`src/rtl/pmc_pkg.sv`:
```
package pmc_pkg;
  localparam int MODE_W    = 3;
  localparam int BIT_DOZE  = 0;
  localparam int BIT_SLEEP = 1;
  localparam int BIT_SUSP  = 2;

  typedef enum logic [1:0] {
    PM_RUN     = 2'd0,
    PM_DOZE    = 2'd1,
    PM_SLEEP   = 2'd2,
    PM_SUSPEND = 2'd3
  } pm_state_e;
endpackage

```
`src/rtl/pmc_rst_sync.sv`:
```
module pmc_rst_sync #(
  parameter int STAGES = 2
) (
  input  logic clk,
  input  logic rst_n,
  output logic rst_sync_n
);
  logic [STAGES-1:0] chain_q;

  always_ff @(posedge clk or negedge rst_n) begin
    if (!rst_n) chain_q <= '0;
    else        chain_q <= {chain_q[STAGES-2:0], 1'b1};
  end

  assign rst_sync_n = chain_q[STAGES-1];
endmodule

```
`src/rtl/pmc_mode_decode.sv`:
```
module pmc_mode_decode
  import pmc_pkg::*;
(
  input  logic [MODE_W-1:0] mode_bits,
  output pm_state_e         state
);
  // suspend outranks sleep, which outranks doze
  always_comb begin
    if (mode_bits[BIT_SUSP])       state = PM_SUSPEND;
    else if (mode_bits[BIT_SLEEP]) state = PM_SLEEP;
    else if (mode_bits[BIT_DOZE])  state = PM_DOZE;
    else                           state = PM_RUN;
  end
endmodule

```
`src/rtl/pmc_wake_logic.sv`:
```
module pmc_wake_logic
  import pmc_pkg::*;
(
  input  pm_state_e state,
  input  logic      irq_pending,
  input  logic      timer_evt,
  output logic      wake
);
  // the timer wakes doze only; suspend ignores everything
  always_comb begin
    unique case (state)
      PM_DOZE:  wake = irq_pending | timer_evt;
      PM_SLEEP: wake = irq_pending;
      default:  wake = 1'b0;
    endcase
  end
endmodule

```
`src/rtl/pmc_gate_out.sv`:
```
module pmc_gate_out
  import pmc_pkg::*;
(
  input  pm_state_e state,
  output logic      core_halt,
  output logic      tick_irq_en,
  output logic      units_en
);
  always_comb begin
    core_halt   = (state != PM_RUN);
    tick_irq_en = (state == PM_RUN) || (state == PM_DOZE);
    units_en    = (state == PM_RUN);
  end
endmodule

```
`src/rtl/pwr_mode_ctrl.sv`:
```
module pwr_mode_ctrl
  import pmc_pkg::*;
(
  input  logic              clk,
  input  logic              rst_n,
  input  logic              mode_wr,
  input  logic [MODE_W-1:0] mode_wdata,
  input  logic              irq_pending,
  input  logic              timer_evt,
  input  logic              exc_entry,
  output logic              core_halt,
  output logic              tick_irq_en,
  output logic              units_en,
  output logic [MODE_W-1:0] mode_rdata
);
  localparam logic [MODE_W-1:0] LIGHT_MASK =
    MODE_W'((1 << BIT_DOZE) | (1 << BIT_SLEEP));

  logic              rst_sync_n;
  logic [MODE_W-1:0] mode_q, mode_d;
  logic              mode_en;
  logic              wake;
  pm_state_e         state;

  pmc_rst_sync #(.STAGES(2)) u_rst (
    .clk(clk), .rst_n(rst_n), .rst_sync_n(rst_sync_n)
  );

  pmc_mode_decode u_dec (.mode_bits(mode_q), .state(state));

  pmc_wake_logic u_wake (
    .state(state), .irq_pending(irq_pending),
    .timer_evt(timer_evt), .wake(wake)
  );

  pmc_gate_out u_gate (
    .state(state), .core_halt(core_halt),
    .tick_irq_en(tick_irq_en), .units_en(units_en)
  );

  // Next state: write beats wake, exception clears light bits
  // after the write, suspend sticks.
  always_comb begin
    mode_d = mode_q;
    if (mode_wr)   mode_d = mode_wdata;
    else if (wake) mode_d = mode_q & ~LIGHT_MASK;
    if (exc_entry) mode_d = mode_d & ~LIGHT_MASK;
    mode_d[BIT_SUSP] = mode_d[BIT_SUSP] | mode_q[BIT_SUSP];
  end

  assign mode_en = mode_wr | wake | exc_entry;

  always_ff @(posedge clk or negedge rst_sync_n) begin
    if (!rst_sync_n)  mode_q <= '0;
    else if (mode_en) mode_q <= mode_d;
  end

  assign mode_rdata = mode_q;

  // Assertions
  a_r9_suspend_sticky: assert property (@(posedge clk) disable iff (!rst_sync_n)
    mode_q[BIT_SUSP] |=> mode_q[BIT_SUSP]);

  a_r10_exc_clears_light: assert property (@(posedge clk) disable iff (!rst_sync_n)
    exc_entry |=> (mode_rdata & LIGHT_MASK) == '0);

  a_r8_sleep_ignores_timer: assert property (@(posedge clk) disable iff (!rst_sync_n)
    (state == PM_SLEEP && !irq_pending && !mode_wr && !exc_entry) |=> $stable(mode_q));

  a_r7_doze_wakes: assert property (@(posedge clk) disable iff (!rst_sync_n)
    (state == PM_DOZE && (irq_pending || timer_evt) && !mode_wr) |=> !core_halt);

  a_r4_units_off_when_halted: assert property (@(posedge clk) disable iff (!rst_sync_n)
    core_halt |-> !units_en);

  a_r5_suspend_gates_all: assert property (@(posedge clk) disable iff (!rst_sync_n)
    mode_rdata[BIT_SUSP] |-> (!tick_irq_en && !units_en && core_halt));
endmodule

```
`config.mk`:
```
export PLATFORM = sky130hd
export DESIGN_NAME = pwr_mode_ctrl
export DESIGN_NICKNAME = d
export VERILOG_FILES = /design/src/rtl/pmc_pkg.sv /design/src/rtl/pmc_rst_sync.sv /design/src/rtl/pmc_mode_decode.sv /design/src/rtl/pmc_wake_logic.sv /design/src/rtl/pmc_gate_out.sv /design/src/rtl/pwr_mode_ctrl.sv
export SDC_FILE = /design/constraint.sdc
export NUM_CORES = 1
export LEC_CHECK = 0
export ABC_AREA = 1
export CORE_AREA = 5 5 42 44
export CTS_CLUSTER_DIAMETER = 100
export DETAILED_ROUTE_END_ITERATION = 12
export DIE_AREA = 0 0 47 49
export SLEW_MARGIN = 5
export SYNTH_ARGS = -nofsm -noshare
export SYNTH_HDL_FRONTEND = slang
export SYNTH_HIERARCHICAL = 1
export SYNTH_SLANG_ARGS = --single-unit
export TNS_END_PERCENT = 100
```
`constraint.sdc`:
```
create_clock -name clk -period 1.7 [get_ports clk]
set_input_delay 0.17 -clock clk [delete_from_list [all_inputs] [get_ports clk]]
set_output_delay 0.17 -clock clk [all_outputs]
set_load 0.05 [all_outputs]
```
==> results of run 1 <==
-- repair_timing --
| action | in CTS | in global routing |
|---|---|---|
| hold buffers | 0 | 0 |
| setup buffers | 0 | 0 |
| gates resized for setup | 0 | 1 |
| endpoints found under the setup margin | 0 | 2 |
-- layout make-up --
type	instances	area [µm²]	share of cell area (%)
clock buffer	4	26.28	5.541
inverter	7	26.28	5.541
multi-input combinational	19	113.9	24.01
sequential	5	125.1	26.39
tap	16	20.02	4.222
timing repair buffer	14	162.7	34.30
-- worst register-to-register path, delay by kind of cell, from the launching register on --
family                   cells  cell delay (ps)
adder cells (fa/ha/maj)      1              280
flip-flops                   1              380
AO/OA/AOI/OAI                1              150
AND/OR/NAND/NOR              6              450
buffers and inverters        2              120
-- metal layers --
metal  vias to the layer above  routed length [µm]  track usage [%]
li1                        130                   -                -
met1                       108                 189            6.054
met2                         6                 302            8.597
met3                         0                  61            2.214
met4                         0                   0            6.912
met5                         -                   0                0
-- kinds of logic after synthesis --
| group | Yosys count | synth area share, % |
|---|---|---|
| adder cells (fa/ha/maj) | 2 | 9.614 |
| flip-flops | 5 | 48.08 |
| other | 1 | 1.441 |
| AND/OR/NAND/NOR | 13 | 22.60 |
| AO/OA/AOI/OAI | 3 | 8.173 |
| buffers and inverters | 7 | 10.09 |
-- power by group through the flow --
stage | clock network, mW | logic, mW | registers, mW
finish | 0.135 | 0.0425 | 0.128
global route | 0.148 | 0.0463 | 0.129
CTS | 0.142 | 0.0429 | 0.128
detailed placement | 0 | 0.0427 | 0.130
global placement | 0 | 0.0427 | 0.130
floorplan | 0 | 0.00660 | 0.139
-- through the flow --
step | utilization, % | setup slack, ps | TNS [ps] | instance area (µm²) | hold WS, ps
floorplan | - | -13.32 | -26.63 | 262.8 | -125.6
finish | 33.84 | 203.2 | 0 | 474.2 | 36.43
detailed placement | 31.79 | 164.3 | 0 | 445.4 | 33.98
global placement | 31.79 | 177.4 | 0 | 445.4 | 36.65
CTS | 33.66 | 152.7 | 0 | 471.7 | 37.80
global route | 33.84 | 14.24 | 0 | 474.2 | 50.25
-- sequential cells by signal, summed over array words and instances (netlist names) --
register / count
u_rst/chain_q: 2
mode_rdata: 3
-- Yosys cell counts --
cell,instances
nor2_2,1
nand2_1,5
nor2_1,2
o21bai_1,1
nand2_2,1
ha_1,2
inv_2,1
nand3_1,4
a21o_2,1
dfrtp_1,5
conb_1,1
a21oi_1,1
inv_1,6
-- path summary, 6_finish.rpt --
check | from | endpoint | slack, ps
max reg2reg | mode_rdata[1]$_DFFE_PN0P_ | mode_rdata[1]$_DFFE_PN0P_ | 200
min | u_rst/chain_q[1]$_DFF_PN0_ | mode_rdata[2]$_DFFE_PN0P_ | 40
min reg2reg | u_rst/chain_q[1]$_DFF_PN0_ | mode_rdata[2]$_DFFE_PN0P_ | 40
max | mode_rdata[1]$_DFFE_PN0P_ | mode_rdata[1]$_DFFE_PN0P_ | 200
max in group asynchronous | rst_n | u_rst/chain_q[0]$_DFF_PN0_ | 1490
min in group clk | u_rst/chain_q[0]$_DFF_PN0_ | u_rst/chain_q[1]$_DFF_PN0_ | 360
-- placed cells by master, fill, tap and decap left out, types with 2 or more instances in the layout --
| cell | Yosys | final |
|---|---|---|
| buf_12 | 0 | 3 |
| buf_4 | 0 | 3 |
| clkbuf_4 | 0 | 3 |
| clkdlybuf4s50_1 | 0 | 8 |
| dfrtp_1 | 5 | 5 |
| ha_1 | 2 | 2 |
| inv_1 | 6 | 6 |
| nand2_1 | 5 | 4 |
| nand2_2 | 1 | 2 |
| nand3_1 | 4 | 4 |
| nor2_2 | 1 | 2 |
==> metrics.yaml, run 1 <==
syn_to_final_growth_pct: 82.21
cp-start-kind: "flip-flop"
gp_congestion: 0.6666
cts.sinks: 5
syn_avg_cell_area_um2: 8.395
cpLargestDelayFamily: "simple AND/OR/NAND/NOR gates"
worstSkewPairLatency_ps: 240
die_w_um: 47
drt_pass1_iterations: 1
synth_fp_nets: 42
peakVddDrop_v: 0.0003998
ys_warn_count: 6
drive_above_1_share_pct: 30.61
antenna_left: 0
cp_num_cells: 10
nNetsFinal: 61
h-tree-depth: 1
critical_path_class: "reg2reg"
avgRoutedWirePerCell_um: 8.492
grt_use_total_pct: 6.095
synthTopCellsByArea: "dfrtp_1 (48%), ha_1 (9.6%), inv_1 (8.7%)"
cap_violations: 0
syn_inst: 31
port_buffers: 14
max_clock_freq_mhz: 668.1
rsz0062_at_grt: "false"
finalPower_uw: 306.3
crit_fanout: 4
cts_tree: "done"
syn_area_um2: 260.3
num_rows: 14
arrival_ps: 1620
layout.cells.non_filler: 65
switching_power_uw: 70.64
drt_iter0_drc: 0
io_pins: 15
initial_core_util_pct: 18.57
p_int_uw: 235.7
swShare_pct: 23.06
finalCriticalPeriod_ps: 1497
numCtsBuffers: 3
n_fill_cell: 155
dp_hpwl_um: 480.3
hp-class: "reg2async"
yosysTopAreaCellShare_pct: 48.08
hold_viol_final: 0
grt_pass1_wl_um: 966
core_um2: 1401
final_max_slew_viol_count: 0
num_vias: 244
power_density_nw_per_um2: 645.9
totalWireLength_um: 552
clock_skew_ps: 2.410
grt_pass1_vias: 270
grt_max_degree: 5
drc_errors: 0
ff2ff_path_depth: 10
die_area_um2: 2303
cts_buffer_depth: 2
dp.cells: 61
synth_area_leader_cell: "dfrtp_1"
p_clk_share_pct: 44.2
synth.ff_latch_count: 5
worst-path-buf-inv: 2
synth.distinct_cells: 13
overflow: 0
cpMaxStageDelayCell: "dfrtp_1"
setup_viol: 0
clkSlewWorstSetupHoldPaths_ps: 40
vias_per_cell: 3.754
endpoint_kind: "flip-flop"
seq_power_share_pct: 41.9
power.leakage_nw: 0.2597
root_buffer: "clkbuf_4"
fp.dieH_um: 49
critical-path-max-stage-delay_ps: 380
power_frac_comb_pct: 13.9
fin_crit_sh_pct: 88.05
cp_cell_sequence: "inv_1, nand2_1, nand2_2, inv_1, ha_1, o21bai_1, nor2_1, nor2_2, nand3_1, nand2_1"
antenna_cells: 0
status: "complete, no violations"
antenna_found_initial: 0
crit_required_ps: 1820
yosysSeqAreaShare_pct: 48.08
No activity file was read; power rests on OpenSTA's default activity.
==> inputs of run 2 (changes only) <==
CTS_BUF_LIST = sky130_fd_sc_hd__clkbuf_16   (was default)
==> metrics.yaml, run 2 (synthesis gave the netlist of run 1 again) <==
antenna_left: 0
crit_fanout: 4
r2r_setup_slack_ps: 200
hold_viol_final: 0
clock_skew_ps: 0.4041
drc_errors: 0
cp-start-kind: "flip-flop"
peakVddDrop_v: 0.0006462
hp-class: "reg2async"
setup_ws_ps: 204.2
num_rows: 14
cts_hold_repair.buffers: 0
die_area_um2: 2303
fin_crit_sh_pct: 87.99
gp_congestion: 0.6666
num_vias: 242
drt_pass1_iterations: 1
drt_iter0_drc: 0
p_clk_share_pct: 68.5
max_clock_freq_mhz: 668.5
power_density_nw_per_um2: 1034
power_frac_comb_pct: 7.8
die_w_um: 47
largest_reg_flops: 3
cpLargestDelayFamily: "simple AND/OR/NAND/NOR gates"
post-place-ws_ps: 164.3
antenna_cells: 0
final.setup.tns_ps: 0
cts_tree: "done"
grt_pass1_wl_um: 1035
grt_pass1_vias: 286
critical_path_class: "reg2reg"
mostFrequentLayoutCells: "clkdlybuf4s50_1 (8), inv_1 (7), dfrtp_1 (5)"
seq_power_share_pct: 23.6
finalCriticalPeriod_ps: 1496
grt_use_total_pct: 6.577
cap_violations: 0
root_buffer: "clkbuf_16"
cts_buffer_depth: 2
status: "complete, no violations"
numCtsBuffers: 3
avgRoutedWirePerCell_um: 8.662
dp_hpwl_um: 480.3
timing.rr.start: "mode_rdata[1]$_DFFE_PN0P_"
port_buffers: 14
syn_to_final_growth_pct: 102.4
crit_required_ps: 1810
final_common_cell: "clkdlybuf4s50_1"
nNetsFinal: 61
critical-path-max-stage-delay_ps: 380
io_pins: 15
swShare_pct: 17.12
cp_cell_sequence: "inv_1, nand2_1, nand2_2, inv_1, ha_1, o21bai_1, nor2_1, nor2_2, nand3_1, nand2_1"
rsz0062_at_grt: "false"
core_um2: 1401
reg2reg_to: "mode_rdata[1]$_DFFE_PN0P_"
overflow: 0
power.leakage_nw: 0.2870
switching_power_uw: 93.21
h-tree-depth: 1
initial_core_util_pct: 18.57
setup_viol: 0
ff2ff_path_depth: 10
arrival_ps: 1600
vias_per_cell: 3.723
drive_above_1_share_pct: 30.61
totalWireLength_um: 563
finalPower_uw: 544.4
worstSkewPairLatency_ps: 220
antenna_found_initial: 0
p_int_uw: 451.2
worst-path-buf-inv: 2
fp.dieH_um: 49
grt_max_degree: 5
endpoint_kind: "flip-flop"
cts.sinks: 5
cpMaxStageDelayCell: "dfrtp_1"
clkSlewWorstSetupHoldPaths_ps: 30
final_max_slew_viol_count: 0
## run 2: changes by cell type in the layout (fill, tap and decap cells not counted), sizes merged
| cell | previous run | this run |
|---|---|---|
| clkbuf | 4 | 3 |
| inv | 7 | 8 |
## run 2: stage by stage
step	hold WS, ps	utilization, %	instance area [µm²]	std cells
6_report	36.04	37.59	526.8	65
4_1_cts	39.97	37.41	524.3	65
2_1_floorplan	-125.6	-	262.8	31
3_3_place_gp	36.65	31.79	445.4	61
5_1_grt	51.35	37.59	526.8	65
3_5_place_dp	33.98	31.79	445.4	61
## run 2: layer usage
layer	GRT usage [%]	routed length [µm]	vias up	part of all wire [%]
li1	-	-	129	-
met2	9.276	304	6	54
met1	6.236	197	107	35
met5	0	0	-	0
met4	6.912	0	0	0
met3	3.321	61	0	11
## run 2: worst reg2reg max path: stages (launching register included)
cell and delay [ps]:
dfrtp_1 380, inv_1 70, nand2_1 60, nand2_2 100
inv_1 50, ha_1 280, o21bai_1 150, nor2_1 120
nor2_2 60, nand3_1 60, nand2_1 50
## run 2: layout make-up
type | instances | area, µm²
clock inverters | 1 | 3.754
flip-flops and latches | 5 | 125.1
well taps | 16 | 20.02
clock buffers | 3 | 75.07
repair buffers | 14 | 162.7
inverters | 7 | 26.28
multi-input cells | 19 | 113.9
fillers | 151 | 874.6
## run 2: power by group through the flow
stage          clock network, mW  registers [mW]  logic [mW]
6_report                   0.373           0.129      0.0425
2_1_floorplan                  0           0.139     0.00660
3_3_place_gp                   0           0.130      0.0427
4_1_cts                    0.381           0.129      0.0430
3_5_place_dp                   0           0.130      0.0427
5_1_grt                    0.390           0.130      0.0464
## run 2: worst max-delay path by stage
stage,start,to,slack [ps],cells past startpoint
after global placement,mode_rdata[1]$_DFFE_PN0P_,mode_rdata[0]$_DFFE_PN0P_,180,10
after detailed placement,mode_rdata[1]$_DFFE_PN0P_,mode_rdata[1]$_DFFE_PN0P_,160,10
after global routing,mode_rdata[1]$_DFFE_PN0P_,mode_rdata[0]$_DFFE_PN0P_,20,10
final,mode_rdata[1]$_DFFE_PN0P_,mode_rdata[1]$_DFFE_PN0P_,200,10
after floorplan,mode_rdata[2]$_DFFE_PN0P_,mode_rdata[0]$_DFFE_PN0P_,-10,9
after CTS,mode_rdata[1]$_DFFE_PN0P_,mode_rdata[1]$_DFFE_PN0P_,150,10
## run 2: what timing repair did
action,4_1_cts,5_1_grt
endpoints found under the hold margin,0,0
buffers inserted,0,0
gates resized for setup,0,1
setup endpoints to repair,0,2
==> inputs of run 3 (changes only) <==
ABC_CLOCK_PERIOD_IN_PS = 1700   (was default)
==> results of run 3 <==
Final layout, timing and power as in run 2 (identical DEF).
